$ cat src/rtl/afm_pkg.sv
package afm_pkg;

   localparam int unsigned FRAME_BITS = 16;
   localparam int unsigned RX_BITS    = FRAME_BITS - 1;

   typedef enum logic [2:0] {
      ST_IDLE,
      ST_SETUP,
      ST_LOW,
      ST_HIGH,
      ST_GAP
   } afm_state_e;

   typedef struct packed {
      logic [1:0]  chan;
      logic        sign;
      logic [12:0] value;
   } afm_result_t;

   function automatic int unsigned ns_to_cycles(input int unsigned ns,
                                                input int unsigned clk_khz);
      return (ns * clk_khz + 999_999) / 1_000_000;
   endfunction

   function automatic int unsigned umax(input int unsigned a, input int unsigned b);
      return (a > b) ? a : b;
   endfunction

endpackage

$ cat src/rtl/afm_div_sel.sv
module afm_div_sel #(
   parameter int unsigned DIV_W      = 12,
   parameter int unsigned HALF_MIN   = 5,
   parameter int unsigned HALF_MAX   = 1000,
   parameter int unsigned OOR_REJECT = 0
)(
   input  logic [DIV_W-1:0] half_req,
   output logic [DIV_W-1:0] half_eff
);
   localparam logic [DIV_W-1:0] LIM_LO = DIV_W'(HALF_MIN);
   localparam logic [DIV_W-1:0] LIM_HI = DIV_W'(HALF_MAX);

   logic too_low;
   logic too_high;

   assign too_low  = half_req < LIM_LO;
   assign too_high = half_req > LIM_HI;

   generate
      if (OOR_REJECT == 0) begin : g_clamp
         always_comb begin
            if (too_low)       half_eff = LIM_LO;
            else if (too_high) half_eff = LIM_HI;
            else               half_eff = half_req;
         end
      end else begin : g_reject
         always_comb begin
            if (too_low || too_high) half_eff = LIM_HI;
            else                     half_eff = half_req;
         end
      end
   endgenerate

endmodule

$ cat src/rtl/afm_shift.sv
module afm_shift #(
   parameter int unsigned TX_BITS = 16,
   parameter int unsigned RX_BITS = 15
)(
   input  logic               clk,
   input  logic               rst_n,
   input  logic               load,
   input  logic [TX_BITS-1:0] load_word,
   input  logic               tx_adv,
   input  logic               rx_take,
   input  logic               ser_in,
   output logic               ser_out,
   output logic [RX_BITS-1:0] rx_word
);
   logic [TX_BITS-1:0] tx_q;
   logic [RX_BITS-1:0] rx_q;

   always_ff @(posedge clk or negedge rst_n) begin
      if (!rst_n) begin
         tx_q <= '0;
      end else if (load) begin
         tx_q <= load_word;
      end else if (tx_adv) begin
         tx_q <= {tx_q[TX_BITS-2:0], 1'b0};
      end
   end

   always_ff @(posedge clk or negedge rst_n) begin
      if (!rst_n) begin
         rx_q <= '0;
      end else if (rx_take) begin
         rx_q <= {rx_q[RX_BITS-2:0], ser_in};
      end
   end

   assign ser_out = tx_q[TX_BITS-1];
   assign rx_word = rx_q;

endmodule

$ cat src/rtl/afm_result.sv
module afm_result
   import afm_pkg::*;
(
   input  logic               clk,
   input  logic               rst_n,
   input  logic               capture,
   input  logic [RX_BITS-1:0] word,
   output logic               valid,
   output afm_result_t        res
);
   afm_result_t parsed;

   always_comb begin
      parsed.chan  = word[RX_BITS-1 -: 2];
      parsed.sign  = word[RX_BITS-3];
      parsed.value = word[RX_BITS-3:0];
   end

   always_ff @(posedge clk or negedge rst_n) begin
      if (!rst_n) begin
         valid <= 1'b0;
         res   <= '0;
      end else begin
         valid <= capture;
         if (capture) res <= parsed;
      end
   end

endmodule

$ cat src/rtl/afm_frame_master.sv
module afm_frame_master
   import afm_pkg::*;
#(
   parameter int unsigned SYS_CLK_HZ   = 100_000_000,
   parameter int unsigned SCLK_MIN_HZ  = 50_000,
   parameter int unsigned SCLK_MAX_HZ  = 10_000_000,
   parameter int unsigned SETUP_BIP_NS = 25,
   parameter int unsigned SETUP_UNI_NS = 45,
   parameter int unsigned QUIET_NS     = 75,
   parameter int unsigned CS_HIGH_NS   = 12,
   parameter int unsigned DIV_W        = 12,
   parameter int unsigned OOR_REJECT   = 0
)(
   input  logic             clk,
   input  logic             rst_n,
   input  logic             start,
   input  logic [15:0]      cmd_word,
   input  logic             range_unipolar,
   input  logic [DIV_W-1:0] half_div,
   output logic             busy,
   output logic             res_valid,
   output logic [1:0]       res_chan,
   output logic             res_sign,
   output logic [12:0]      res_value,
   output logic             adc_cs_n,
   output logic             adc_sclk,
   output logic             adc_din,
   input  logic             adc_dout
);
   localparam int unsigned CLK_KHZ        = SYS_CLK_HZ / 1000;
   localparam int unsigned HALF_MIN       = (SYS_CLK_HZ + 2 * SCLK_MAX_HZ - 1) / (2 * SCLK_MAX_HZ);
   localparam int unsigned HALF_MAX       = SYS_CLK_HZ / (2 * SCLK_MIN_HZ);
   localparam int unsigned SETUP_BIP_CYC  = ns_to_cycles(SETUP_BIP_NS, CLK_KHZ);
   localparam int unsigned SETUP_UNI_CYC  = ns_to_cycles(SETUP_UNI_NS, CLK_KHZ);
   localparam int unsigned GAP_CYC        = umax(ns_to_cycles(QUIET_NS, CLK_KHZ),
                                                 ns_to_cycles(CS_HIGH_NS, CLK_KHZ));
   localparam int unsigned CNT_MAX        = umax(umax(HALF_MAX, GAP_CYC),
                                                 umax(SETUP_BIP_CYC, SETUP_UNI_CYC));
   localparam int unsigned CNT_W          = $clog2(CNT_MAX + 1);
   localparam int unsigned NB_W           = $clog2(FRAME_BITS + 1);

   // elaboration-time parameter checks
   if (HALF_MIN < 1 || HALF_MIN > HALF_MAX) begin : g_bad_band
      $error("afm_frame_master: serial clock band empty for this system clock");
   end
   if (HALF_MAX >= (2 ** DIV_W)) begin : g_bad_divw
      $error("afm_frame_master: DIV_W too narrow for the slowest half-period");
   end
   if (SETUP_BIP_CYC < 1 || SETUP_UNI_CYC < 1 || GAP_CYC < 1) begin : g_bad_delay
      $error("afm_frame_master: setup and quiet delays must be at least one cycle");
   end

   afm_state_e        state;
   logic [CNT_W-1:0]  cnt;
   logic [NB_W-1:0]   nfall;
   logic [DIV_W-1:0]  half_q;

   logic              pend;
   logic [15:0]       pend_cmd;
   logic              pend_uni;
   logic [DIV_W-1:0]  pend_half;

   logic              launch;
   logic [15:0]       l_cmd;
   logic              l_uni;
   logic [DIV_W-1:0]  l_half;
   logic [DIV_W-1:0]  half_eff;
   logic [CNT_W-1:0]  setup_m1;
   logic [CNT_W-1:0]  half_m1;

   logic              cnt_done;
   logic              last_fall;
   logic              fall_now;
   logic              rise_now;
   logic              end_now;
   logic              rx_take;

   logic [RX_BITS-1:0] rx_word;
   afm_result_t        res;

   // ---------------------------------------------------------------- launch select
   assign launch = (state == ST_IDLE) && (pend || start);
   assign l_cmd  = pend ? pend_cmd  : cmd_word;
   assign l_uni  = pend ? pend_uni  : range_unipolar;
   assign l_half = pend ? pend_half : half_div;

   afm_div_sel #(
      .DIV_W      (DIV_W),
      .HALF_MIN   (HALF_MIN),
      .HALF_MAX   (HALF_MAX),
      .OOR_REJECT (OOR_REJECT)
   ) u_div (
      .half_req (l_half),
      .half_eff (half_eff)
   );

   assign setup_m1 = l_uni ? CNT_W'(SETUP_UNI_CYC - 1) : CNT_W'(SETUP_BIP_CYC - 1);
   assign half_m1  = CNT_W'(half_q - 1'b1);

   // ---------------------------------------------------------------- pending slot
   always_ff @(posedge clk or negedge rst_n) begin
      if (!rst_n) begin
         pend      <= 1'b0;
         pend_cmd  <= '0;
         pend_uni  <= 1'b0;
         pend_half <= '0;
      end else if (state == ST_IDLE) begin
         pend <= 1'b0;
      end else if (start && !pend) begin
         pend      <= 1'b1;
         pend_cmd  <= cmd_word;
         pend_uni  <= range_unipolar;
         pend_half <= half_div;
      end
   end

   // ---------------------------------------------------------------- frame sequencer
   assign cnt_done  = (cnt == '0);
   assign last_fall = (nfall == NB_W'(FRAME_BITS));
   assign fall_now  = cnt_done && ((state == ST_SETUP) || (state == ST_HIGH && !last_fall));
   assign rise_now  = cnt_done && (state == ST_LOW);
   assign end_now   = cnt_done && (state == ST_HIGH) && last_fall;
   assign rx_take   = fall_now && (nfall < NB_W'(RX_BITS));

   always_ff @(posedge clk or negedge rst_n) begin
      if (!rst_n) begin
         state    <= ST_IDLE;
         cnt      <= '0;
         nfall    <= '0;
         half_q   <= DIV_W'(HALF_MIN);
         adc_cs_n <= 1'b1;
         adc_sclk <= 1'b1;
      end else begin
         case (state)
            ST_IDLE: begin
               if (launch) begin
                  state    <= ST_SETUP;
                  cnt      <= setup_m1;
                  nfall    <= '0;
                  half_q   <= half_eff;
                  adc_cs_n <= 1'b0;
               end
            end
            ST_SETUP, ST_HIGH: begin
               if (end_now) begin
                  state    <= ST_GAP;
                  cnt      <= CNT_W'(GAP_CYC - 1);
                  adc_cs_n <= 1'b1;
               end else if (fall_now) begin
                  state    <= ST_LOW;
                  cnt      <= half_m1;
                  nfall    <= nfall + 1'b1;
                  adc_sclk <= 1'b0;
               end else begin
                  cnt <= cnt - 1'b1;
               end
            end
            ST_LOW: begin
               if (rise_now) begin
                  state    <= ST_HIGH;
                  cnt      <= half_m1;
                  adc_sclk <= 1'b1;
               end else begin
                  cnt <= cnt - 1'b1;
               end
            end
            ST_GAP: begin
               if (cnt_done) state <= ST_IDLE;
               else          cnt   <= cnt - 1'b1;
            end
            default: state <= ST_IDLE;
         endcase
      end
   end

   // ---------------------------------------------------------------- data path
   afm_shift #(
      .TX_BITS (FRAME_BITS),
      .RX_BITS (RX_BITS)
   ) u_shift (
      .clk       (clk),
      .rst_n     (rst_n),
      .load      (launch),
      .load_word (l_cmd),
      .tx_adv    (rise_now),
      .rx_take   (rx_take),
      .ser_in    (adc_dout),
      .ser_out   (adc_din),
      .rx_word   (rx_word)
   );

   afm_result u_res (
      .clk     (clk),
      .rst_n   (rst_n),
      .capture (end_now),
      .word    (rx_word),
      .valid   (res_valid),
      .res     (res)
   );

   assign busy      = (state != ST_IDLE);
   assign res_chan  = res.chan;
   assign res_sign  = res.sign;
   assign res_value = res.value;

endmodule

$ cat config.mk
export PLATFORM = sky130hd
export DESIGN_NAME = afm_frame_master
export DESIGN_NICKNAME = d
export VERILOG_FILES = /design/src/rtl/afm_pkg.sv /design/src/rtl/afm_div_sel.sv /design/src/rtl/afm_shift.sv /design/src/rtl/afm_result.sv /design/src/rtl/afm_frame_master.sv
export SDC_FILE = /design/constraint.sdc
export NUM_CORES = 1
export LEC_CHECK = 0
export ABC_AREA = 1
export BUFFER_PORTS_ARGS = -buffer_cell sky130_fd_sc_hd__buf_2
export CORE_UTILIZATION = 61
export CTS_BUF_LIST = sky130_fd_sc_hd__clkbuf_8
export DETAILED_ROUTE_END_ITERATION = 16
export PLACE_DENSITY = 0.85
export REMOVE_ABC_BUFFERS = 1
export SYNTH_ARGS = -nofsm -noshare
export SYNTH_HDL_FRONTEND = slang
export SYNTH_SLANG_ARGS = --single-unit
$ cat constraint.sdc
create_clock -name clk -period 2.2 [get_ports clk]
set_input_delay 0.22 -clock clk [delete_from_list [all_inputs] [get_ports clk]]
set_output_delay 0.22 -clock clk [all_outputs]
set_load 0.005 [all_outputs]
After elaboration in Yosys (flattened, before gate mapping)
Index checks and enable logic that the tools add are counted.

Memory bits (read-only): 0. Bits in writable memories: 0. Latch bits: 0. Register bits: 108. Memories kept: 0. Word-level logic and storage cells: 97.

Bitwise logic cells: 1. Divide/modulo/power cells: 0. Equality and inequality tests: 13. Magnitude comparators: 3. Reduce and logical (&&, ||, !) cells: 28. Multiply operators: 0. Shifts and indexed selects: 0. Add/sub/neg operators: 3. Muxes and demuxes: 33.

Operators with widths (count): $mux 10 (7); $mux 16 (3); $pmux 10 s4 (1); $sub 10x1->10 const B (2); $mux 3 (6); $mux 5 (3); $gt 12x10->1 const B (1); $lt 12x3->1 const B (1); $mux 12 (1); $ne 2x2->1 const B (6); $pmux 3 s4 (1); $reduce_and 4->1 (3); $logic_not 10->1 (1); $pmux 5 s2 (1); $logic_and 1x1->1 (8); $mux 1 (8); $reduce_bool 2->1 (4); $eq 3x2->1 const B (2); $reduce_and 3->1 (2); $add 5x1->5 const B (1); $eq 5x5->1 const B (1); $lt 5x4->1 const B (1); $pmux 1 s2 (2); $reduce_and 2->1 (2); 11 further kinds (13).

Longest topological paths before layout
Depth after elaboration: 8. Depth in mapped cells: 12. Depth with buffers taken out: 12.

Hierarchy
Synthesis repeated with hierarchy kept, for this count alone.

Cells, all modules: 732. Area, all modules: 5600.4 sq um.

Modules (own cells, without submodules): afm_frame_master (times used 1, area each 3457.1 sq um, cells an instance 484); afm_shift (times used 1, area each 1311.3 sq um, cells an instance 143); afm_result (times used 1, area each 640.6 sq um, cells an instance 66); afm_div_sel (times used 1, area each 191.4 sq um, cells an instance 39).

Worst setup path after synthesis
OpenSTA, ideal clock, no wires.

Path type: register to register. Start: register cnt[0]. End: register u_res.res[12] (netlist name). Data arrival time: 1554 ps. Period minus slack after synthesis: 1672 ps. Library setup time: 117 ps. Setup slack: 528 ps. Stages on the path, launching flop included: 13. Path through: dfrtp_1 inv_1 ha_1 inv_1 nor2_1 nand3_2 nor2_4 nand2_2 nor2_4 inv_2 buf_6 nand2_1 o21ai_2.

Cells in the longest elaborated chain, start to end: 3.

Ends and longest elaborated chain: start, declared (line afm_frame_master.sv:54) `logic [CNT_W-1:0] cnt;`; start signal, assigned (line afm_frame_master.sv:138) `cnt <= setup_m1;`; start signal, assigned (line afm_frame_master.sv:147) `cnt <= CNT_W'(GAP_CYC - 1);`; start signal, assigned (line afm_frame_master.sv:151) `cnt <= half_m1;`; $logic_not 10->1 (line afm_frame_master.sv:118) `assign cnt_done = (cnt == '0);`; $logic_and 1x1->1 (2 in series) (line afm_frame_master.sv:122) `assign end_now = cnt_done && (state == ST_HIGH) && last_fall;`; named net end_now (line afm_frame_master.sv:75) `logic end_now;`.

The timed path passes the listed nets, and every way through them passes these cells. A chain may end at the register's enable or synchronous reset.

Final worst setup path
Start: register cnt[0]. End: register u_shift.tx_q[12].

Cells in the longest elaborated chain, start to end: 3.

Ends and longest elaborated chain: $logic_not 10->1 (line afm_frame_master.sv:118); $logic_and 1x1->1 (line afm_frame_master.sv:121) `assign rise_now = cnt_done && (state == ST_LOW);`; $reduce_bool 2->1 (no line); end signal, assigned (line afm_shift.sv:22) `tx_q <= load_word;`; end signal, assigned (line afm_shift.sv:24) `tx_q <= {tx_q[TX_BITS-2:0], 1'b0};`; end, declared (line afm_shift.sv:15) `logic [TX_BITS-1:0] tx_q;`.

No other way between the ends.

==> flow_metrics.env <==
export IMPL_run_status="finished clean"
export IMPL_place_detailed_instances=850
export IMPL_drive_above_1_share_pct=16.21
export IMPL_finalHoldViolCount=0
export IMPL_synth_largest_area_cell="dfrtp_1"
export IMPL_stdcell_area_um2=6072
export IMPL_timing_worst_slew_pin_value_ns=0.5136
export IMPL_minimum_setup_slack_in_the_final_design_ns=0.2737
export IMPL_antenna_left=0
export IMPL_critical_path_cell_chain="inv_1 -> ha_1 -> nand3_1 -> nor2_4 -> nand2_2 -> nand2_2 -> nor2_1 -> a31oi_1"
export IMPL_yosys_top_cells_area="dfrtp_1 46%, nand2_1 14%, inv_1 6.5%"
export IMPL_buffer_ports_inserted=53
export IMPL_drc=0
export IMPL_design_core_area_um2=8763
export IMPL_critPathKind="reg -> reg"
export IMPL_maxCapViolations=0
export IMPL_max_slew_margin_pct=65.64
export IMPL_synth_instances=709
export IMPL_area_growth_syn_to_fin_pct=9.228
export IMPL_worstSetupStartpointType="flop"
export IMPL_arrival_ns=2.21
export IMPL_placement_row_count=34
export IMPL_place_area_um2=5864
export IMPL_cts_root_to_sink_buffers=2
export IMPL_postSynthRegisterBits=107
export IMPL_grt_pass1_wl_um=20090
export IMPL_avgViaCountPerCell=5.281
export IMPL_power_switching_share_pct=26.14
export IMPL_dieArea_um2=9499
export IMPL_p_seq_share_pct=59.5
export IMPL_crit_fanout=31
export IMPL_critical_path_slowest_cell="dfrtp_1"
export IMPL_switching_power_mw=0.8948
export IMPL_drt_pre_antenna_iters=5
export IMPL_drt_wirelength_per_cell_um=13.30
export IMPL_postCtsSetupRepairBufs=0
export IMPL_worst_clock_skew_ns=0.02177
export IMPL_setup_repair_after_global_routing_missed_its_margin="false"
export IMPL_postSynth_asyncResetShare_pct=100.0
export IMPL_edff_count_synth=0
export IMPL_finalWorstPathRequiredPeriod_ns=1.926
export IMPL_numCtsBuffers=9
export IMPL_p_int_mw=2.529
export IMPL_grt_antenna_before_repair=0
export IMPL_detailroute_via_count=4579
export IMPL_die_width_um=97.47
export IMPL_maxClockFrequency_ghz=0.5191
export IMPL_power_static_leakage_nw=3.078
export IMPL_tritoncts_num_sinks=107
export IMPL_die_extent_in_y_um=97.47
export IMPL_synth_largest_type_area_fraction_pct=46.37
export IMPL_start_util_pct=63.44
export IMPL_grt_overflow=0
export IMPL_setup_violations=0
export IMPL_layout_common_cells="212 x nand2_1, 103 x dfrtp_1, 98 x inv_1"
export IMPL_stdcell_count=867
export IMPL_synth_cell_types=36
export IMPL_cp_common_cell="nand2_2"
export IMPL_global_route_usage_total_pct=25.90
export IMPL_layout_nets=792
export IMPL_critical_path_required_ns=2.49
export IMPL_tritoncts_clock_tree="built"
export IMPL_hold_class="in -> reg"
export IMPL_irDropWorstVdd_mv=0.3687
export IMPL_grt_pass1_vias=4492
export IMPL_yosys_warnings=0
export IMPL_detail_route_iter0_violations=197
export IMPL_crit_path_max_incr_delay_ns=0.41
export IMPL_cts_root_buffer_cell="clkbuf_8"
export IMPL_io_pins=54
export IMPL_wirelength_um=11530
export IMPL_dpl_hpwl_um=8166
export IMPL_place_gp_congestion=0.8306
export IMPL_final_max_slew_violation_count=0
export IMPL_detailedPlace_worstSlack_ns=0.1947
export IMPL_comb_power_share_pct=5.9
export IMPL_cellPowerDensity_nw_per_um2=563.8
export IMPL_period_share_pct=87.56
export IMPL_antenna_diode_count=0
export IMPL_hold_worst_slack_ns=0.05820
export IMPL_power_clock_fraction_pct=34.6
export IMPL_mappedNetlistArea_um2=5559
export IMPL_clock_insertion_delay_worst_skew_ns=0.38
export IMPL_cts_htree_levels=3
export IMPL_final_common_cell="nand2_1"
export IMPL_worstSetupEndpointType="flop"
export IMPL_synthFlopType="dfrtp_1"
export IMPL_worst_setup_hold_path_clk_slew_ns=0.12
export IMPL_synth_area_per_cell_um2=7.841
export IMPL_part_of_the_yosys_area_used_for_sequential_elements_pct=48.26
export IMPL_pin_count_of_the_biggest_net_entering_global_routing=57
## critical path, delay by kind of cell (launching register included)
kind	cells	cell delay [ns]
simple gates	5	0.90
flops	1	0.41
fa+ha+maj	1	0.22
buf+inv	1	0.16
compound gates	1	0.16
## power by group through the flow
stage | registers [mW] | logic (mW) | clock network, mW
CTS | 2.04 | 0.205 | 1.20
global placement | 2.07 | 0.191 | 0
global route | 2.04 | 0.239 | 1.25
floorplan | 2.07 | 0.104 | 0
finish | 2.04 | 0.201 | 1.19
detailed placement | 2.07 | 0.202 | 0
## layer usage
metal | wire (um) | global-route usage (%) | vias to the layer above
li1 | - | - | 2332
met1 | 5220 | 34.75 | 2139
met2 | 5745 | 43.89 | 93
met3 | 428 | 3.741 | 15
met4 | 135 | 7.692 | 0
met5 | 0 | 0 | -
## synth_stat cells (2+ instances only)
cell type and count:
nand2_1 212, dfrtp_1 103, inv_1 97, nor2_1 49, o21ai_0 47, nand3_1 36
o21ai_1 23, o211ai_1 15, o21ai_2 14, a31oi_1 13, buf_2 11, a21oi_1 10
xor2_1 10, nand2_2 8, buf_6 6, nand4_1 6, buf_4 5, clkbuf_1 5
ha_1 5, inv_2 5, nor2_2 5, dfstp_2 4, nor2_4 4, a21boi_1 2
nand3_2 2, nor3_1 2
## stage by stage
step	setup TNS [ns]	utilization, %	power [mW]
finish	0	69.29	3.423
global route	0	69.29	3.536
global placement	0	66.92	2.262
CTS	0	69.26	3.438
floorplan	-5.466	-	2.173
detailed placement	0	66.92	2.276
## worst paths after layout
check,startpoint,to,slack (ns),cells after the start
max in group asynchronous,rst_n,u_shift.tx_q[11],1.11,3
worst max register to register,cnt[0],u_shift.tx_q[12],0.27,8
min in group asynchronous,rst_n,pend_half[8],0.34,2
worst min-delay path,adc_dout,u_shift.rx_word[0],0.06,3
worst min register to register,u_res.res[9],u_res.res[9],0.49,2
worst max-delay path,cnt[0],u_shift.tx_q[12],0.27,8
## flip-flops by register name, summed over array words and instances, names as in the netlist
signal,cells
adc_cs_n,1
pend_uni,1
adc_sclk,1
half_q,10
pend,1
u_shift.tx_q,16
u_shift.rx_word,15
state,3
cnt,10
nfall,5
u_res.res,15
pend_cmd,16
pend_half,12
u_res.valid,1
## cells by family after synthesis
logic type / share of synthesized area (%)
buf+inv: 10.17
flops: 48.26
mux: 0.2026
xor+xnor: 1.733
fa+ha+maj: 1.125
simple gates: 24.78
compound gates: 13.73
## repair_timing
| action | CTS | global route |
|---|---|---|
| hold buffers | 1 | 0 |
| resized for setup | 0 | 2 |
| endpoints found under the setup margin | 0 | 13 |
| endpoints found under the hold margin | 32 | 0 |
## area by class of cell
class,count,area [um2]
fillers,712,2691
flip-flops and latches,107,2683
multi-input cells,472,2311
inverters,102,385.4
repair buffers,62,362.8
well taps,108,135.1
clock buffers,9,123.9
clock inverters,7,71.32
Note: power is estimated with default switching activity, not from simulation.
